[src/rtl/cs_pkg.sv]
package cs_pkg;

  typedef enum logic [3:0] {
    OP_NONE,
    OP_CMP_REG,
    OP_CMP_CARRY,
    OP_CMP_IMM,
    OP_SKIP_EQ,
    OP_SKIP_RBC,
    OP_SKIP_RBS,
    OP_SKIP_IOC,
    OP_SKIP_IOS
  } op_e;

  localparam int FL_C = 0;
  localparam int FL_Z = 1;
  localparam int FL_N = 2;
  localparam int FL_V = 3;
  localparam int FL_S = 4;
  localparam int FL_H = 5;
  localparam int NUM_FLAGS = 6;

  function automatic logic is_compare(op_e op);
    return (op == OP_CMP_REG) || (op == OP_CMP_CARRY) || (op == OP_CMP_IMM);
  endfunction

  // Two-word control transfer: 1001 010k kkkk 11ck
  function automatic logic is_long_transfer(logic [15:0] w);
    return (w[15:9] == 7'b1001010) && (w[3:2] == 2'b11);
  endfunction

endpackage

[src/rtl/cs_decode.sv]
module cs_decode
  import cs_pkg::*;
#(
  parameter int INSTR_W = 16,
  parameter int DATA_W  = 8,
  parameter int SEL_W   = 5,
  localparam int BIT_W  = $clog2(DATA_W)
) (
  input  logic [INSTR_W-1:0] instr_i,
  output op_e                op_o,
  output logic [SEL_W-1:0]   rd_sel_o,
  output logic [SEL_W-1:0]   rr_sel_o,
  output logic [SEL_W-1:0]   io_addr_o,
  output logic [BIT_W-1:0]   bit_o,
  output logic [DATA_W-1:0]  imm_o
);

  always_comb begin
    op_o = OP_NONE;
    if (instr_i[15:10] == 6'b000101)      op_o = OP_CMP_REG;
    else if (instr_i[15:10] == 6'b000001) op_o = OP_CMP_CARRY;
    else if (instr_i[15:10] == 6'b000100) op_o = OP_SKIP_EQ;
    else if (instr_i[15:12] == 4'b0011)   op_o = OP_CMP_IMM;
    else if (instr_i[15:9] == 7'b1111110 && !instr_i[3]) op_o = OP_SKIP_RBC;
    else if (instr_i[15:9] == 7'b1111111 && !instr_i[3]) op_o = OP_SKIP_RBS;
    else if (instr_i[15:8] == 8'b10011001) op_o = OP_SKIP_IOC;
    else if (instr_i[15:8] == 8'b10011011) op_o = OP_SKIP_IOS;
  end

  // Register-bit skips carry their register in the field the compares use for Rd.
  always_comb begin
    if (op_o == OP_CMP_IMM) rd_sel_o = {1'b1, instr_i[7:4]};
    else                    rd_sel_o = instr_i[8:4];
    if (op_o == OP_SKIP_RBC || op_o == OP_SKIP_RBS) rr_sel_o = instr_i[8:4];
    else                                            rr_sel_o = {instr_i[9], instr_i[3:0]};
  end

  assign io_addr_o = instr_i[7:3];
  assign bit_o     = instr_i[BIT_W-1:0];
  assign imm_o     = {instr_i[11:8], instr_i[3:0]};

endmodule

[src/rtl/cs_sub_flags.sv]
module cs_sub_flags
  import cs_pkg::*;
#(
  parameter int DATA_W = 8,
  localparam int HALF_MSB = DATA_W / 2 - 1
) (
  input  logic [DATA_W-1:0]    a_i,
  input  logic [DATA_W-1:0]    b_i,
  input  logic                 cin_i,
  input  logic                 chain_z_i,
  input  logic                 zin_i,
  output logic [NUM_FLAGS-1:0] flags_o
);

  logic [DATA_W-1:0] diff;
  logic [DATA_W-1:0] borrow;
  logic              res_zero;

  assign diff = a_i - b_i - {{(DATA_W-1){1'b0}}, cin_i};

  // Borrow out of each bit position, recovered from operands and result.
  assign borrow = (~a_i & b_i) | (b_i & diff) | (diff & ~a_i);
  assign res_zero = (diff == '0);

  always_comb begin
    flags_o       = '0;
    flags_o[FL_C] = borrow[DATA_W-1];
    flags_o[FL_H] = borrow[HALF_MSB];
    flags_o[FL_N] = diff[DATA_W-1];
    flags_o[FL_V] = (a_i[DATA_W-1] & ~b_i[DATA_W-1] & ~diff[DATA_W-1]) |
                    (~a_i[DATA_W-1] & b_i[DATA_W-1] & diff[DATA_W-1]);
    flags_o[FL_S] = flags_o[FL_N] ^ flags_o[FL_V];
    flags_o[FL_Z] = chain_z_i ? (res_zero & zin_i) : res_zero;
  end

endmodule

[src/rtl/cs_skip_eval.sv]
module cs_skip_eval
  import cs_pkg::*;
#(
  parameter int DATA_W = 8,
  localparam int BIT_W = $clog2(DATA_W)
) (
  input  op_e               op_i,
  input  logic [DATA_W-1:0] rd_i,
  input  logic [DATA_W-1:0] rr_i,
  input  logic [DATA_W-1:0] io_i,
  input  logic [BIT_W-1:0]  bit_i,
  output logic              skip_o
);

  logic reg_bit;
  logic io_bit;

  assign reg_bit = rr_i[bit_i];
  assign io_bit  = io_i[bit_i];

  always_comb begin
    unique case (op_i)
      OP_SKIP_EQ:  skip_o = (rd_i == rr_i);
      OP_SKIP_RBC: skip_o = ~reg_bit;
      OP_SKIP_RBS: skip_o = reg_bit;
      OP_SKIP_IOC: skip_o = ~io_bit;
      OP_SKIP_IOS: skip_o = io_bit;
      default:     skip_o = 1'b0;
    endcase
  end

endmodule

[src/rtl/cmp_skip_unit.sv]
module cmp_skip_unit
  import cs_pkg::*;
#(
  parameter int INSTR_W = 16,
  parameter int DATA_W  = 8,
  parameter int SEL_W   = 5,
  localparam int BIT_W  = $clog2(DATA_W)
) (
  input  logic                 clk,
  input  logic                 rst_n,
  input  logic                 issue_i,
  input  logic [INSTR_W-1:0]   instr_i,
  input  logic [INSTR_W-1:0]   next_instr_i,
  input  logic [DATA_W-1:0]    rd_val_i,
  input  logic [DATA_W-1:0]    rr_val_i,
  input  logic [DATA_W-1:0]    io_val_i,
  input  logic                 carry_i,
  input  logic                 zero_i,
  output logic [SEL_W-1:0]     rd_sel_o,
  output logic [SEL_W-1:0]     rr_sel_o,
  output logic [SEL_W-1:0]     io_addr_o,
  output logic [NUM_FLAGS-1:0] flags_o,
  output logic [NUM_FLAGS-1:0] flags_we_o,
  output logic                 skip_o,
  output logic                 skip_two_o
);

  // Reset: asserted asynchronously, released on a clock edge.
  logic [1:0] rst_sync_q;
  logic       rst_sync_n;

  always_ff @(posedge clk or negedge rst_n) begin
    if (!rst_n) rst_sync_q <= '0;
    else        rst_sync_q <= {rst_sync_q[0], 1'b1};
  end
  assign rst_sync_n = rst_sync_q[1] & rst_n;

  op_e               op;
  logic [BIT_W-1:0]  bit_idx;
  logic [DATA_W-1:0] imm;
  logic [NUM_FLAGS-1:0] alu_flags;
  logic              skip_raw;
  logic [DATA_W-1:0] operand_b;

  cs_decode #(.INSTR_W(INSTR_W), .DATA_W(DATA_W), .SEL_W(SEL_W)) u_decode (
    .instr_i   (instr_i),
    .op_o      (op),
    .rd_sel_o  (rd_sel_o),
    .rr_sel_o  (rr_sel_o),
    .io_addr_o (io_addr_o),
    .bit_o     (bit_idx),
    .imm_o     (imm)
  );

  assign operand_b = (op == OP_CMP_IMM) ? imm : rr_val_i;

  cs_sub_flags #(.DATA_W(DATA_W)) u_sub (
    .a_i       (rd_val_i),
    .b_i       (operand_b),
    .cin_i     ((op == OP_CMP_CARRY) & carry_i),
    .chain_z_i (op == OP_CMP_CARRY),
    .zin_i     (zero_i),
    .flags_o   (alu_flags)
  );

  cs_skip_eval #(.DATA_W(DATA_W)) u_skip (
    .op_i   (op),
    .rd_i   (rd_val_i),
    .rr_i   (rr_val_i),
    .io_i   (io_val_i),
    .bit_i  (bit_idx),
    .skip_o (skip_raw)
  );

  logic unused_next;
  assign unused_next = ^{next_instr_i[8:4], next_instr_i[1:0]};

  // Next-state
  logic [NUM_FLAGS-1:0] flags_d, we_d;
  logic                 skip_d, two_d;

  always_comb begin
    flags_d = '0;
    we_d    = '0;
    skip_d  = 1'b0;
    two_d   = 1'b0;
    if (issue_i) begin
      if (is_compare(op)) begin
        flags_d = alu_flags;
        we_d    = '1;
      end
      skip_d = skip_raw;
      two_d  = skip_raw & is_long_transfer(next_instr_i);
    end
  end

  // Registers
  always_ff @(posedge clk or negedge rst_sync_n) begin
    if (!rst_sync_n) begin
      flags_o    <= '0;
      flags_we_o <= '0;
      skip_o     <= 1'b0;
      skip_two_o <= 1'b0;
    end else begin
      flags_o    <= flags_d;
      flags_we_o <= we_d;
      skip_o     <= skip_d;
      skip_two_o <= two_d;
    end
  end

  // Assertions
  p_skip_no_flags_r6: assert property (@(posedge clk) disable iff (!rst_sync_n)
    skip_o |-> (flags_we_o == '0));

  p_two_needs_skip_r9: assert property (@(posedge clk) disable iff (!rst_sync_n)
    skip_two_o |-> skip_o);

  p_idle_quiet_r10: assert property (@(posedge clk) disable iff (!rst_sync_n)
    !issue_i |=> (flags_we_o == '0 && flags_o == '0 && !skip_o && !skip_two_o));

  p_sign_rule_r4: assert property (@(posedge clk) disable iff (!rst_sync_n)
    flags_we_o[FL_S] |-> (flags_o[FL_S] == (flags_o[FL_N] ^ flags_o[FL_V])));

  p_chain_zero_r5: assert property (@(posedge clk) disable iff (!rst_sync_n)
    (issue_i && op == OP_CMP_CARRY && !zero_i) |=> (flags_we_o[FL_Z] && !flags_o[FL_Z]));

endmodule

[config.mk]
export PLATFORM = sky130hd
export DESIGN_NAME = cmp_skip_unit
export DESIGN_NICKNAME = d
export VERILOG_FILES = /design/src/rtl/cs_pkg.sv /design/src/rtl/cs_decode.sv /design/src/rtl/cs_sub_flags.sv /design/src/rtl/cs_skip_eval.sv /design/src/rtl/cmp_skip_unit.sv
export SDC_FILE = /design/constraint.sdc
export NUM_CORES = 1
export LEC_CHECK = 0
export BUFFER_PORTS_ARGS = -buffer_cell sky130_fd_sc_hd__buf_2
export CAP_MARGIN = 20
export CORE_UTILIZATION = 48
export CTS_CLUSTER_SIZE = 8
export DETAILED_ROUTE_END_ITERATION = 8
export HOLD_SLACK_MARGIN = 0.12
export PLACE_DENSITY = 0.87
export SLEW_MARGIN = 5
export SYNTH_ARGS = -nofsm -noshare
export SYNTH_HDL_FRONTEND = slang
export SYNTH_SLANG_ARGS = --single-unit
[constraint.sdc]
create_clock -name clk -period 2.71 [get_ports clk]
set_clock_uncertainty 0.15 [all_clocks]
set_input_delay 0.271 -clock clk [delete_from_list [all_inputs] [get_ports clk]]
set_output_delay 0.271 -clock clk [all_outputs]
set_load 0.1 [all_outputs]
# Word level (Yosys, flattened, before mapping)

Cells that the tools add are included.

Bits in registers: 16
Latch bits: 0
Bits in writable memories: 0
Bits in read-only memories: 0
Bits of input ports: 61
Memories: 0

Add/subtract/negate cells: 2
Multipliers: 0
Div/mod/pow operators: 0
Order comparisons: 1
Eq/ne operators: 19
Shift operators: 0
Muxes and demuxes: 23
Bitwise logic cells: 21
Reductions and logical operators: 8

Operators by type and width:

| cell                 | number |
|---|---|
| $mux W4              | 8 |
| $and A8 B8 Y8        | 3 |
| $mux W6              | 4 |
| $eq A7 B7 Y1 const B | 3 |
| $eq A4 B3 Y1 const B | 4 |
| $eq A8 B8 Y1 const B | 2 |
| $or A8 B8 Y8         | 2 |
| $eq A4 B2 Y1 const B | 3 |
| $eq A6 B3 Y1 const B | 2 |
| $mux W5              | 2 |
| $and A1 B1 Y1        | 8 |
| $eq A8 B8 Y1         | 1 |
| $logic_not A8 Y1     | 1 |
| $mux W8              | 1 |
| $not A8 Y8           | 1 |
| $sub A8 B1 Y8        | 1 |
| $sub A8 B8 Y8        | 1 |
| $bmux W1 S3          | 2 |
| $eq A6 B1 Y1 const B | 1 |
| $mux W1              | 5 |
| $not A1 Y1           | 5 |
| $pmux W1 S5          | 1 |
| $eq A4 B1 Y1 const B | 1 |
| $eq A4 B4 Y1 const B | 1 |
| 7 further kinds      | 11 |

# Logic depth before layout (Yosys ltp)

Gate-level depths: netlist of run 1.

Depth in word-level cells: 19
Mapped depth: 14
Depth with buffers taken out: 13

# Cells and area by module

Synthesis of run 1 repeated with hierarchy kept, for this count alone.

Cells, all modules: 195
Area total of the unflattened synthesis: 1855.5 um2

By module, submodules not included:

| module        | instances | cells an instance | area an instance (um2) | seq. area each (um2) |
|---|---|---|---|---|
| cmp_skip_unit | 1         | 45                | 631.9                  | 275.3 |
| cs_sub_flags  | 1         | 75                | 570.5                  | 0.0 |
| cs_decode     | 1         | 45                | 354.1                  | 0.0 |
| cs_skip_eval  | 1         | 30                | 299.0                  | 0.0 |

# Worst setup path before layout of run 1

Ideal clock, no wire load.

Kind: input to output
Start point: in instr_i[3]
End point: out rr_sel_o[4]
Arrival: 2.677 ns
Data required time: 2.289 ns
Setup slack: -0.388 ns
Stages on the path: 3
Cell sequence: nand4b_1 -> nor2_1 -> o21ai_0

Cells in the longest elaborated chain, start to end: 11
Elaborated cells on any way between the ends: 13
Those cells by class: eq/ne: 2; mux: 7; reduce/logical: 4

RTL lines:

| what                 | RTL line                         | text |
|---|---|---|
| start: declaration   | cmp_skip_unit.sv:12              | `input logic [INSTR_W-1:0] instr_i,` |
| $logic_not A1 Y1 *   | cs_decode.sv:24, cs_decode.sv:25 |  |
| $logic_and A1 B1 Y1  | cs_decode.sv:25                  | `else if (instr_i[15:9] == 7'b1111111 && !instr_i[3]) op_o = OP_SKIP_RBS;` |
| $mux W4              | cs_decode.sv:25                  |  |
| $mux W4 *            | cs_decode.sv:24                  | `else if (instr_i[15:9] == 7'b1111110 && !instr_i[3]) op_o = OP_SKIP_RBC;` |
| $mux W4 *            | cs_decode.sv:23                  | `else if (instr_i[15:12] == 4'b0011) op_o = OP_CMP_IMM;` |
| $mux W4 *            | cs_decode.sv:22                  | `else if (instr_i[15:10] == 6'b000100) op_o = OP_SKIP_EQ;` |
| $mux W4 *            | cs_decode.sv:21                  | `else if (instr_i[15:10] == 6'b000001) op_o = OP_CMP_CARRY;` |
| $mux W4 *            | cs_decode.sv:20                  | `if (instr_i[15:10] == 6'b000101) op_o = OP_CMP_REG;` |
| $eq A4 B3 Y1         | cs_decode.sv:34                  | `if (op_o == OP_SKIP_RBC \|\| op_o == OP_SKIP_RBS) rr_sel_o = instr_i[8:4];` |
| $logic_or A1 B1 Y1 * | cs_decode.sv:34                  |  |
| $mux W5 *            | cs_decode.sv:34                  |  |
| end: declaration     | cmp_skip_unit.sv:20              | `output logic [SEL_W-1:0] rr_sel_o,` |

Every way passes the cells marked *; elsewhere a longest branch is shown, timed or not.

# Worst setup path after layout of run 1

Start point: in instr_i[15]
End point: reg flags_o[1]

Cells in the longest elaborated chain, start to end: 18
Elaborated cells on any way between the ends: 32
Those cells by class: add/sub: 2; eq/ne: 11; mux: 12; bitwise: 2; reduce/logical: 5

RTL lines:

| what                   | RTL line             | text |
|---|---|---|
| $eq A8 B8 Y1           | cs_decode.sv:27      | `else if (instr_i[15:8] == 8'b10011011) op_o = OP_SKIP_IOS;` |
| $mux W4                | cs_decode.sv:27      |  |
| $mux W4                | cs_decode.sv:26      | `else if (instr_i[15:8] == 8'b10011001) op_o = OP_SKIP_IOC;` |
| $mux W4                | cs_decode.sv:25      |  |
| $mux W4                | cs_decode.sv:24      |  |
| $mux W4                | cs_decode.sv:23      |  |
| $mux W4                | cs_decode.sv:22      |  |
| $mux W4                | cs_decode.sv:21      |  |
| [3 not listed]         | -                    |  |
| $sub A8 B8 Y8          | cs_sub_flags.sv:19   | `assign diff = a_i - b_i - {{(DATA_W-1){1'b0}}, cin_i};` |
| $sub A8 B1 Y8          | cs_sub_flags.sv:19   |  |
| $logic_not A8 Y1       | cs_sub_flags.sv:23   | `assign res_zero = (diff == '0);` |
| $and A1 B1 Y1          | cs_sub_flags.sv:33   | `flags_o[FL_Z] = chain_z_i ? (res_zero & zin_i) : res_zero;` |
| $mux W1                | cs_sub_flags.sv:33   |  |
| $mux W6 *              | cmp_skip_unit.sv:88  | `if (is_compare(op)) begin` |
| $mux W6 *              | cmp_skip_unit.sv:87  | `if (issue_i) begin` |
| via flags_d[1]         | cmp_skip_unit.sv:79  | `logic [NUM_FLAGS-1:0] flags_d, we_d;` |
| end signal: assignment | cmp_skip_unit.sv:105 | `flags_o <= flags_d;` |
| end: declaration       | cmp_skip_unit.sv:22  | `output logic [NUM_FLAGS-1:0] flags_o,` |

Mark *: on every way through the listed nets, which the timed path passes. The rest lies on a longest branch.

==> run_results.csv, run 1 <==
group,metric,value,unit
run,maxCapViolations,0,
clocking,cts_tree,"done",
synth,yosysSeqAreaShare,18.0,%
placed_design,place_area,2040,sq um
drt,drt_iter0_drc,50,
layout,fin_cells,327,
setup_path,cp.required,2.73,ns
layout,ff_latch_area,275,sq um
placed_design,dpl.cell_count,318,
sta,fmax,377,MHz
global_route,grt_max_degree,10,
layout,multi_input_area,1160,sq um
synth,synthCells,191,
global_route,grt.overflow.total,0,
run_status,status,"complete, no violations",
global_route,antenna_found_initial,0,
clocking,clkSinkCount,11,
sta,period_minus_slack,2.66,ns
synth,synth_ff_type,"dfrtp_1",
synth,synthArstFlopShare,100,%
drt,route.detailed.wl_per_inst,11.7,um
setup_path,arrival,2.68,ns
clocking,cts_buffers,3,
drt,viasPerCell,5.07,
placed_design,portBuffers,82,
layout,design_area,2220,sq um
clocking,cts-root-buf,"clkbuf_4",
clocking,clk_path_buf_depth,2,
clocking,cts.htree.levels,1,
setup_path,end_kind,"flop",
layout,area_delta_synth_final,45.0,%
sta,grt_setup_unrepaired,"yes",
floorplanning,core,3030,sq um
drt,routed_wl,3820,um
sta,hold_violations,0,
synth,synth-seq-cells,11,
sta,setup_viol,0,
drt,drc,0,
layout,layout-drive-gt1-share,45.9,%
layout,antenna_cells,0,
synth,ys_warn_count,0,
floorplanning,num_rows,20,
synth,ys_types,37,
sta,drv_slew,0,
synth,syn_area,1530,sq um
drt,vias,1657,
synth,synth_edf_count,0,
layout,fill_cells,239,
floorplanning,fp.dieH,58.5,um
setup_path,worstPathMaxFanout,4,
drt,dr.pass1.iters,4,
floorplanning,start_util,50.5,%
synth,syn_nets,269,
placed_design,dp_hpwl,3180,um
placed_design,pre_cts_slack,-0.257,ns
sta,setup_ws,0.0540,ns
drt,ant_nets,0,
synth,synth_area_per_cell,8.01,sq um
floorplanning,io_pins,90,
setup_path,critPathKind,"primary input to flop",
floorplanning,die_area,3420,sq um
power,p_leak,1.22,nW
global_route,grt_use_total,23.6,%
setup_path,r2r_start,"rst_sync_q[1]",
floorplanning,die_x,58.5,um
global_route,first_global_vias,1458,
layout,nets,362,
clocking,clk_pin_slew_worst_paths,0.06,ns
power,power.density,342,nW/um^2
min_path,hold_path_class,"primary input to async pin",
setup_path,crit_path_start_kind,"primary input",
global_route,grt_pass1_wl,6210,um
clocking,clk_latency,0.27,ns
sta,min_period_over_period,98.0,%
setup_path,startpoint,"instr_i[15]",
power,max-vdd-ir-drop,0.169,mV
placed_design,gp_congestion,0.812,
cell usage after synthesis (4+ instances only):
library cell / instances / area share, %
a21oi_1: 9 / 2.9
xnor2_1: 5 / 2.9
ha_1: 15 / 12
nor2_1: 12 / 2.9
nand3_1: 4 / 1.3
o21ai_0: 7 / 2.3
mux2i_1: 5 / 3.3
nand2_1: 30 / 7.4
nor4_1: 5 / 2.0
xor2_1: 11 / 6.3
dfrtp_1: 11 / 18
mux4_1: 4 / 6.9
inv_1: 25 / 6.1
mux2_2: 4 / 2.9
buf_4: 14 / 6.9
sequential cells by signal (all words and copies together) (netlist names):
name / count
flags_o: 6
rst_sync_q: 2
flags_we_o: 1
skip_two_o: 1
skip_o: 1
what timing repair did:
action                                  CTS  global route
endpoints found under the hold margin    12             0
endpoints found under the setup margin    0             4
setup buffers                             0             1
resized for setup                         0            25
hold buffers                              4             0
metal layers:
layer	vias to the layer above	routed length, um	global-route usage (%)
li1	817	-	-
met1	758	1590	29.4
met2	76	1930	41.7
met3	6	232	2.20
met4	0	65	10.2
met5	-	0	0
metrics by stage:
stage | hold WS (ns) | power [mW] | util (%) | TNS, ns
after floorplan | -0.175 | 0.493 | - | 0
after global placement | -0.0885 | 0.599 | 67.2 | -0.640
after detailed placement | -0.0864 | 0.611 | 67.2 | -0.954
after CTS | 0.157 | 0.724 | 69.4 | 0
after global routing | 0.167 | 0.809 | 73.3 | -0.115
final | 0.159 | 0.759 | 73.3 | 0
critical path: stages:
cell	delay (ns)
buf_6	0.10
nor2_4	0.16
nand3_2	0.11
nor3b_2	0.17
buf_4	0.14
fa_2	0.47
inv_2	0.10
ha_4	0.13
o21ai_2	0.06
a21oi_2	0.13
nor2_2	0.06
xnor2_1	0.11
or4_1	0.45
nor4_1	0.22
where the power goes:
group	internal [mW]	total [mW]	switching [mW]
Sequential	0.168	0.169	0.00102
Combinational	0.187	0.482	0.295
Clock	0.0571	0.109	0.0518
cells by family after synthesis:
logic type                 count (synthesis)  share of synthesized area (%)
buffers and inverters                     42                           14.2
DFF                                       11                           18.0
xor gates and xnor gates                  16                           9.16
and+or+nand+nor                           68                           21.5
other                                      1                          0.245
AOI/OAI and AO/OA                         23                           8.91
adders and majority gates                 17                           14.9
muxes                                     13                           13.1
cell usage in the layout, fill, tap and decap left out, types with 2 or more instances in the layout:
| cell type | instances |
|---|---|
| o21ai_0 | 5 |
| ha_1 | 12 |
| clkbuf_4 | 3 |
| xor2_1 | 11 |
| mux2i_1 | 5 |
| dfrtp_1 | 11 |
| xnor2_1 | 3 |
| nor3_1 | 3 |
| mux4_1 | 4 |
| buf_4 | 19 |
| a21o_1 | 2 |
| nand2_1 | 27 |
| mux2_2 | 4 |
| inv_1 | 24 |
| nor4_1 | 5 |
| nor2_1 | 10 |
| nand4b_1 | 3 |
| buf_6 | 2 |
| nand2_2 | 3 |
| fa_2 | 2 |
| a21oi_2 | 3 |
| nand3_1 | 2 |
| buf_2 | 80 |
| xnor2_2 | 2 |
| ha_4 | 3 |
| a21oi_1 | 6 |
| dlygate4sd3_1 | 4 |
path summary, 6_finish.rpt:
path / endpoint / slack, ns / cells past startpoint
worst max-delay path: flags_o[1] / 0.05 / 14
worst min-delay path: rst_sync_q[1] / 0.16 / 2
worst max register to register: flags_o[1] / 1.51 / 2
worst min register to register: rst_sync_q[1] / 0.20 / 0
max in group asynchronous: flags_o[1] / 1.51 / 2
min in group clk: rst_sync_q[1] / 0.20 / 0
final cells by class:
type / instances / area share [%]
clock buffer: 4 / 1.18
inverter: 25 / 4.23
multi-input combinational: 138 / 52.4
sequential: 11 / 12.4
tap: 44 / 2.48
timing repair buffer: 105 / 27.3
Note: power is estimated with default switching activity, not from simulation.
==> inputs of run 2 (changes only) <==
--- a/config.mk
+++ b/config.mk
@@ -5,14 +5,14 @@
 export SDC_FILE = /design/constraint.sdc
 export NUM_CORES = 1
 export LEC_CHECK = 0
-export BUFFER_PORTS_ARGS = -buffer_cell sky130_fd_sc_hd__buf_2
+export BUFFER_PORTS_ARGS = -buffer_cell sky130_fd_sc_hd__clkbuf_2
 export CAP_MARGIN = 20
-export CORE_UTILIZATION = 48
+export CORE_UTILIZATION = 51
 export CTS_CLUSTER_SIZE = 8
 export DETAILED_ROUTE_END_ITERATION = 8
 export HOLD_SLACK_MARGIN = 0.12
 export PLACE_DENSITY = 0.87
-export SLEW_MARGIN = 5
 export SYNTH_ARGS = -nofsm -noshare
 export SYNTH_HDL_FRONTEND = slang
+export SYNTH_HIERARCHICAL = 1
 export SYNTH_SLANG_ARGS = --single-unit
==> run_results.csv, run 2 <==
group,metric,value,unit
sta,drv_slew,0,
sta,fmax,254,MHz
clocking,clkSinkCount,11,
clocking,clk_pin_slew_worst_paths,0.07,ns
drt,vias,1888,
synth,synth_edf_count,0,
setup_path,cp.required,2.74,ns
clocking,cts_tree,"done",
power,p_leak,1.43,nW
layout,final_common_cell,"clkbuf_2",
run_status,violations,"negative setup slack",
synth,ys_warn_count,6,
synth,ys_types,55,
layout,nets,387,
floorplanning,core,3420,sq um
synth,synth_area_per_cell,9.52,sq um
clocking,cts.htree.levels,1,
global_route,grt.overflow.total,0,
global_route,met1_usage,26.5,%
layout,fill_cells,187,
run,maxCapViolations,0,
run_status,status,"complete, but fails checks",
floorplanning,die_x,62.3,um
global_route,grt_pass1_wl,8220,um
sta,max-slew-margin-rel,63.1,%
synth,synth.most_common_cell,"buf_4",
synth,synthArstFlopShare,100,%
global_route,gr-max-usage-layer,"met2",
global_route,grt_use_total,26.6,%
setup_path,end_kind,"flop",
layout,antenna_cells,0,
global_route,antenna_found_initial,0,
drt,viasPerCell,5.32,
global_route,use_met2,52.9,%
sta,hold_violations,0,
sta,period_minus_slack,3.94,ns
layout,area_delta_synth_final,53.4,%
sta,setup_ws,-1.23,ns
layout,layout-drive-gt1-share,61.5,%
floorplanning,io_pins,90,
sta,grt_setup_unrepaired,"yes",
clocking,clk_latency,0.27,ns
synth,yosysSeqAreaShare,14.8,%
synth,synth_ff_type,"dfrtp_1",
sta,hold_slack,0.157,ns
drt,dr.pass1.iters,4,
layout,regMostFlops,"flags_o",
drt,ant_nets,0,
sta,worst_pin_slew,0.556,ns
floorplanning,start_util,54.3,%
synth,syn_nets,272,
floorplanning,num_rows,21,
floorplanning,die_area,3880,sq um
clocking,cts_buffers,3,
placed_design,dp_hpwl,3900,um
min_path,hold_path_class,"primary input to async pin",
layout,final_cell_mix,"clkbuf_2 (80), buf_4 (41), inv_1 (19)",
floorplanning,fp.dieH,62.3,um
setup_path,crit_path_start_kind,"primary input",
layout,largest_register_ffs,6,
synth,synth_common_cells,"buf_4 (26), inv_1 (22), ha_1 (14)",
drt,route.detailed.wl_per_inst,16.2,um
setup_path,critPathKind,"primary input to flop",
layout,largest_registers,"flags_o (6), rst_sync_q (2)",
synth,synth_top_cell_by_area,"dfrtp_1",
synth,syn_area,1860,sq um
drt,routed_wl,5750,um
power,max-vdd-ir-drop,0.181,mV
synth,synth.top_cell.area_share,14.8,%
synth,synthCells,195,
placed_design,portBuffers,82,
sta,setup_viol,7,
global_route,use_met3,4.60,%
synth,synthTopCellsByArea,"dfrtp_1 (15%), buf_4 (11%), mux2_4 (9.7%)",
power,power.density,324,nW/um^2
clocking,cts-root-buf,"clkbuf_4",
synth,synth-seq-cells,11,
placed_design,pre_cts_slack,-1.27,ns
clocking,clk_path_buf_depth,2,
placed_design,gp_congestion,0.797,
drt,drc,0,
global_route,grt_max_degree,10,
global_route,first_global_vias,1920,
sta,min_period_over_period,146,%
setup_path,worstPathMaxFanout,4,
setup_path,arrival,3.98,ns
drt,drt_iter0_drc,130,
-- run 2: per-layer routing --
metal	vias up	share of wire, %
li1	892	-
met4	0	2.4
met2	92	54
met3	17	4.6
met5	-	0
met1	887	39
-- run 2: worst paths after layout --
kind                               start       endpoint  depth (start not counted)  slack, ns
setup / recovery             instr_i[14]     flags_o[4]                         20      -1.23
hold reg to reg            rst_sync_q[0]  rst_sync_q[1]                          0       0.21
setup reg to reg           rst_sync_q[1]     flags_o[1]                          2       1.48
max in group asynchronous  rst_sync_q[1]     flags_o[1]                          2       1.48
min in group clk           rst_sync_q[0]  rst_sync_q[1]                          0       0.21
hold / removal                     rst_n  rst_sync_q[0]                          2       0.16
-- run 2: cells by family after synthesis --
family	after synthesis	share of synthesized area (%)
other	1	0.202
XOR/XNOR	16	7.55
multiplexers	24	18.9
AO/OA/AOI/OAI	26	10.3
adder cells (fa/ha/maj)	16	11.6
buffers and inverters	51	16.8
AND/OR/NAND/NOR	50	19.8
flip-flops	11	14.8
-- run 2: area by class of cell --
cell class / count / area (sq um) / area share (%)
multi-input combinational: 133 / 1500 / 52.7
sequential: 11 / 275 / 9.67
tap: 46 / 57.6 / 2.02
clock buffer: 4 / 26.3 / 0.923
timing repair buffer: 139 / 903 / 31.7
inverter: 22 / 85.1 / 2.99
-- run 2: metrics by stage --
step           instance area [sq um]  setup TNS [ns]  total power, mW  utilization (%)  std cells
2_1_floorplan                   1980           -4.93            0.579                -        195
3_3_place_gp                    2530           -6.37            0.718             74.1        336
3_5_place_dp                    2530           -6.73            0.734             74.1        336
4_1_cts                         2750           -4.99            0.884             80.6        352
5_1_grt                         2850           -6.71            0.971             83.3        355
6_report                        2850           -6.13            0.922             83.3        355
-- run 2: report_power, final --
part           total [mW]  internal (mW)  switching, mW
Combinational       0.639          0.274          0.366
Clock               0.112         0.0570         0.0546
Sequential          0.171          0.169        0.00196
Total               0.922          0.500          0.422
-- run 2: what timing repair did --
item	in CTS	in global routing
pin swaps	13	12
gates resized for setup	17	17
hold buffers	9	0
setup endpoints to repair	6	7
hold endpoints to repair	13	0
setup buffers	4	6
-- run 2: critical path, cell delays in order --
cell and delay, ns:
buf_6 0.09, and2b_1 0.24, nand4_1 0.12, or2_4 0.26, o211ai_1 0.18, and4bb_4 0.34, buf_6 0.11, buf_6 0.08
buf_6 0.08, buf_6 0.09, mux2_4 0.31, ha_4 0.28, inv_4 0.03, ha_4 0.28, nand4_1 0.13, o221ai_2 0.23
xor2_2 0.23, buf_4 0.18, mux2i_1 0.23, nor3b_2 0.21
